--- config.mk ---
export PLATFORM = sky130hd
export DESIGN_NAME = host_compat_logic
export DESIGN_NICKNAME = d
export VERILOG_FILES = /design/src/rtl/host_compat_logic.sv
export SDC_FILE = /design/constraint.sdc
export NUM_CORES = 1
export LEC_CHECK = 0
export CAP_MARGIN = 10
export CELL_PAD_IN_SITES_DETAIL_PLACEMENT = 0
export CELL_PAD_IN_SITES_GLOBAL_PLACEMENT = 1
export CORE_UTILIZATION = 23
export CTS_BUF_LIST = sky130_fd_sc_hd__clkbuf_4 sky130_fd_sc_hd__clkbuf_8
export CTS_CLUSTER_DIAMETER = 80
export CTS_CLUSTER_SIZE = 20
export DETAILED_ROUTE_END_ITERATION = 12
export PLACE_DENSITY_LB_ADDON = 0.1
export SYNTH_ARGS = -nofsm -noshare
export SYNTH_HDL_FRONTEND = slang
export SYNTH_SLANG_ARGS = --single-unit
--- constraint.sdc ---
create_clock -name clk -period 1 [get_ports clk]
set_input_delay 0.2 -clock clk [delete_from_list [all_inputs] [get_ports clk]]
set_output_delay 0.2 -clock clk [all_outputs]
set_load 0.02 [all_outputs]
--- src/rtl/host_compat_logic.sv ---
module host_compat_logic #(
  parameter logic [1:0] RATE_RST = 2'b10,
  parameter logic [2:0] PCMP_RST = 3'b000
) (
  input  logic       clk,
  input  logic       hw_rst,
  input  logic       strap_ident,
  input  logic       strap_enc,
  input  logic       invert_in,
  input  logic       tc_in,
  input  logic       dack_n,
  input  logic       wr_en,
  input  logic [1:0] wr_sel,
  input  logic [7:0] wr_data,
  output logic       densel,
  output logic       tc_q,
  output logic       drq_oe,
  output logic       int_oe,
  output logic [1:0] rate_o,
  output logic [2:0] pcmp_o
);

  localparam int GATE_BIT = 3;
  localparam int RUN_BIT  = 2;
  localparam int SRST_BIT = 7;
  localparam logic [1:0] SEL_OUT = 2'd0, SEL_DSR = 2'd1, SEL_CCR = 2'd2;

  typedef enum logic [1:0] {PM_PS = 2'd0, PM_AT = 2'd1, PM_M30 = 2'd2} pmode_t;

  pmode_t     mode_q;
  logic       gate_q;
  logic [1:0] rate_q;
  logic [2:0] pcmp_q;

  wire wr_out  = wr_en && wr_sel == SEL_OUT;
  wire wr_dsr  = wr_en && wr_sel == SEL_DSR;
  wire wr_ccr  = wr_en && wr_sel == SEL_CCR;
  wire dsr_rst = wr_dsr && wr_data[SRST_BIT];

  always_ff @(posedge clk) begin
    if (hw_rst) begin
      mode_q <= strap_ident ? PM_AT : (strap_enc ? PM_PS : PM_M30);
      gate_q <= 1'b0;
      rate_q <= RATE_RST;
      pcmp_q <= PCMP_RST;
    end else begin
      if (wr_out)       gate_q <= wr_data[GATE_BIT];
      else if (dsr_rst) gate_q <= 1'b0;
      if (wr_dsr && !dsr_rst) begin
        rate_q <= wr_data[1:0];
        pcmp_q <= wr_data[4:2];
      end else if (wr_ccr) begin
        rate_q <= wr_data[1:0];
      end
    end
  end

  wire high_rate = (rate_q == 2'b00) || (rate_q == 2'b11);
  wire pol_high  = (mode_q == PM_AT) ^ invert_in;
  wire tc_act    = (mode_q == PM_PS) ? !tc_in : tc_in;
  wire drive_all = (mode_q == PM_PS) || gate_q;

  assign densel = pol_high ? high_rate : !high_rate;
  assign tc_q   = !dack_n && tc_act;
  assign drq_oe = drive_all;
  assign int_oe = drive_all;
  assign rate_o = rate_q;
  assign pcmp_o = pcmp_q;

  a_r1_mode_hold: assert property (@(posedge clk) disable iff (hw_rst)
    !hw_rst |=> $stable(mode_q));

  a_r2_hw_defaults: assert property (@(posedge clk)
    hw_rst |=> (rate_o == RATE_RST && pcmp_o == PCMP_RST));

  a_r5_gate_load: assert property (@(posedge clk) disable iff (hw_rst)
    (wr_out && wr_data[GATE_BIT]) |=> (drq_oe && int_oe));

  a_r7_tc_qual: assert property (@(posedge clk) disable iff (hw_rst)
    dack_n |-> !tc_q);

  a_r9_soft_keep: assert property (@(posedge clk) disable iff (hw_rst)
    (dsr_rst || (wr_out && !wr_data[RUN_BIT])) |=> ($stable(rate_o) && $stable(pcmp_o)));

  a_r4_ps_drive: assert property (@(posedge clk) disable iff (hw_rst)
    (mode_q == PM_PS) |-> (drq_oe && int_oe));

endmodule

[Yosys cells after proc, flatten, opt, wreduce, memory -nomap -nowiden]
Cells that the tools add are included.
Storage, ports and cells
  bits in registers: 8
  bits in latches: 0
  RAM bits: 0
  bits in read-only memories: 0
  output and inout bits: 9
  logic and storage cells: 33
  memories kept: 0
Operators by class
  add/sub/neg operators: 0
  multiply operators: 0
  divide/modulo/power cells: 0
  $lt $le $gt $ge: 0
  equal/unequal tests: 4
  shifts and indexed selects: 0
  mux-type cells: 7
  bitwise operators: 1
  reduce and logical (&&, ||, !) cells: 17
Operator list (number)
  logical AND 1 bit: 6
  zero test 2 bit: 3
  2-to-1 mux 2 bit: 3
  == test 2 x 1 -> 1 bit, second input constant: 2
  == test 2 bit, second input constant: 2
  zero test 1 bit: 4
  2-to-1 mux 1 bit: 4
  nonzero test 2 bit: 2
  logical OR 1 bit: 2
  XOR 1 bit: 1

[Longest topological paths before layout]
  word-level depth: 6
  depth in mapped cells: 4

[Worst setup path after synthesis]
OpenSTA, ideal clock, no wires.
  kind: register -> output
  from: register mode_q[1]
  to: output int_oe
  arrival time: 1198 ps
  data required time: 800 ps
  slack: -398 ps
  stages on the path, launching flop included: 3
  cells stage by stage: edfxtp_1 > o21ai_0 > buf_4
Between the ends
  longest elaborated chain between the ends: 2
Ends and longest elaborated chain
  start, declared: line 30  | pmode_t mode_q;
  start signal, assigned: line 42  | mode_q <= strap_ident ? PM_AT : (strap_enc ? PM_PS : PM_M30);
  zero test 2 bit: line 61  | wire drive_all = (mode_q == PM_PS) || gate_q;
  logical OR 1 bit: line 61
  end, declared: line 18  | output logic int_oe,
No other way between the ends.

[Worst setup path in the final report]
  from: input invert_in
  to: output densel
Between the ends
  longest elaborated chain between the ends: 2
Ends and longest elaborated chain
  start, declared: line 9  | input logic invert_in,
  XOR 1 bit: line 59  | wire pol_high = (mode_q == PM_AT) ^ invert_in;
  2-to-1 mux 1 bit: line 63  | assign densel = pol_high ? high_rate : !high_rate;
  end, declared: line 15  | output logic densel,
No other way between the ends.

==> flow_summary.yaml <==
logic_synthesis:
  syn_area_per_cell_um2: 10.1
  synth_cell_types: 20
  synth_top_cell_by_area: "dfxtp_1"
  seq_area_frac_synth: 0.435
  synth_xor_area_frac: 0.0634
  ys_ff_latch: 8
  synth_compound_area_frac: 0.124
  ys_warn_count: 0
  muxShareOfSynthArea: 0.0967
  synth_simple_gate_area_frac: 0.190
  yosysTopAreaCellShare: 0.290
  netlist_instances: 41
  synthAdderAreaFrac: 0
  synth_top_family_by_area: "simple AND/OR/NAND/NOR gates"
  synth_nets: 59
  yosys-top-cells-area: "dfxtp_1 (29%), edfxtp_1 (15%), mux2i_1 (9.7%)"
  syn_area_um2: 414
worst_setup_path:
  slowest_stage: "clkdlybuf4s50_1"
  required_ns: 0.80
  critPathKind: "input port to output port"
  crit_buf_inv: 2
  slowest_delay_ns: 0.44
  cp-start-kind: "input port"
  path_cells: "clkdlybuf4s50_1, xnor2_2, xnor2_2, xnor2_2, buf_4"
  cp.arrival_ns: 1.28
  path_delay_family: "buffers and inverters"
  cp-end-kind: "output port"
  worstPathMaxFanout: 1
  ff2ff_path_depth: 4
  cp_common_cell: "xnor2_2"
  worst-path-stages: 5
detailed_routing:
  viasPerCell: 4.23
  drt_iter0_drc: 3
  drc_errors: 0
  wirelength_um: 902
  wl_per_cell_um: 8.93
  drtPass1Iterations: 2
  drtAntennaViolNets: 0
  vias: 427
floorplanning:
  rows: 14
  core_mm2: 0.00159
  io_pins: 27
  initial_core_util: 0.260
  die_h_um: 44.4
  die_x_um: 44.4
  die_area_mm2: 0.00197
power_and_ir_drop:
  switching_share: 0.256
  p_int_uw: 661
  leakagePower_nw: 0.361
  p_comb_frac: 0.326
  netSwitchingPower_uw: 228
  pwr_density_cell_mw_per_mm2: 1100
  clkPwrFrac: 0.266
  seqPwrFrac: 0.408
  ir_drop_v: 0.000684
sta:
  setup_viol: 5
  hold_viol_final: 0
  finalSetupTns_ns: -1.61
  report.final.slew_viol_count: 0
  tightest_slew_ns: 0.355
  setup_ws_ns: -0.476
  period_minus_slack_ns: 1.48
  rsz0062_at_grt: "yes"
  min_period_over_period: 1.48
  clock.fmax_mhz: 678
  maxSlewHeadroom: 0.761
  clock_skew_ns: 0
finish:
  fill_cells: 157
  n_antenna_cell: 0
  layout_commonest_cell: "buf_4"
  final_cells: 101
  stdcell_area_um2: 810
  area_delta_synth_final_pct: 95.5
  ff_latch_area_um2: 183
  layout_common_cells: "buf_4 (12), clkdlybuf4s50_1 (11), inv_1 (5), buf_6 (5)"
  multi_input_area_um2: 246
  fin_nets: 97
  drive_above_1_share: 0.468
job:
  maxCapViolCount: 0
clock_tree:
  cts_made_buffers: 3
  h-tree-depth: 1
  clk_latency_ns: 0.24
  ctsHoldBuffers: 0
  clk_path_buf_depth: 2
  clkTransAtPathRegs_ns: 0.05
  cts_root_buffer: "clkbuf_4"
  cts_tree: "done"
  cts_sinks: 8
placement:
  place_congestion: 0.719
  numPortBuffers: 24
  dp.cells: 96
  place_area_um2: 753
status:
  violations: "setup timing"
  status: "finished, violations left"
grt:
  antenna_found_initial: 0
  grt_pass1_vias: 420
  track_usage: 0.111
  grt_pass1_wl_um: 1620
  grt_overflow: 0
  grt_max_degree: 6
hold_path:
  hold_path.class: "input port to register"
  hold_depth: 3
## synthesized netlist by cell type, drive strengths merged
library cell / n
a21oi: 1
a311oi: 1
a31oi: 1
and3b: 1
and4bb: 2
buf: 2
dfxtp: 6
edfxtp: 2
inv: 5
mux2i: 4
nand2b: 2
nor2: 4
nor3: 1
o21a: 1
o21ai: 3
o311ai: 1
or3: 1
xnor2: 3
## power groups by stage
stage | Combinational, mW | Clock [mW] | Sequential [mW]
2_1_floorplan | 0.113 | 0 | 0.378
3_3_place_gp | 0.271 | 0 | 0.368
3_5_place_dp | 0.271 | 0 | 0.368
4_1_cts | 0.285 | 0.249 | 0.363
5_1_grt | 0.309 | 0.269 | 0.366
6_report | 0.290 | 0.236 | 0.363
## per-stage QoR
| stage | total power, mW | hold WS [ns] | setup WS (ns) | utilization |
|---|---|---|---|---|
| 4_1_cts | 0.897 | 0.403 | -0.488 | 0.499 |
| 3_3_place_gp | 0.639 | 0.478 | -0.919 | 0.473 |
| 3_5_place_dp | 0.639 | 0.493 | -0.925 | 0.473 |
| 2_1_floorplan | 0.490 | 0.272 | -0.195 | - |
| 5_1_grt | 0.944 | 0.423 | -0.537 | 0.508 |
| 6_report | 0.889 | 0.404 | -0.476 | 0.508 |
## cell families (layout without fill, tap and decap cells)
| logic type | after synthesis | count (layout) |
|---|---|---|
| AND/OR/NAND/NOR | 11 | 11 |
| AO/OA/AOI/OAI | 8 | 8 |
| flip-flops | 8 | 8 |
| buffers and inverters | 7 | 43 |
| multiplexers | 4 | 4 |
| XOR/XNOR | 3 | 3 |
## worst min-delay path, stage by stage
cell	delay [ns]
dlygate4sd2_1	0.21
buf_4	0.12
a311oi_1	0.08
## state kept, by name, summed over array words and instances, names as in the netlist
| name | count |
|---|---|
| pcmp_o | 3 |
| rate_o | 2 |
| gate_q | 1 |
| mode_q | 2 |
## layer usage
| layer | vias to the layer above | part of all wire | track usage |
|---|---|---|---|
| met5 | - | 0 | 0 |
| li1 | 217 | - | - |
| met4 | 0 | 0 | 0.0364 |
| met1 | 194 | 0.41 | 0.125 |
| met3 | 0 | 0.075 | 0.0449 |
| met2 | 16 | 0.51 | 0.191 |
## repair_timing
item / CTS / global route
pin swaps: 4 / 2
setup buffers: 1 / 1
endpoints found under the hold margin: 0 / 0
resized for setup: 56 / 5
endpoints found under the setup margin: 15 / 10
## worst paths after layout
kind	slack [ns]	end	startpoint
setup / recovery	-0.48	densel	invert_in
hold reg to reg	0.49	pcmp_o[0]	pcmp_o[0]
setup reg to reg	0.08	rate_o[1]	rate_o[1]
hold / removal	0.40	rate_o[0]	wr_en
## cell type report
class	instances	share of cell area
inverters	5	0.0232
multi-input cells	26	0.304
flip-flops and latches	8	0.226
clock buffers	3	0.0278
well taps	24	0.0371
repair buffers	35	0.382
Power figures use the tool's default switching activity.
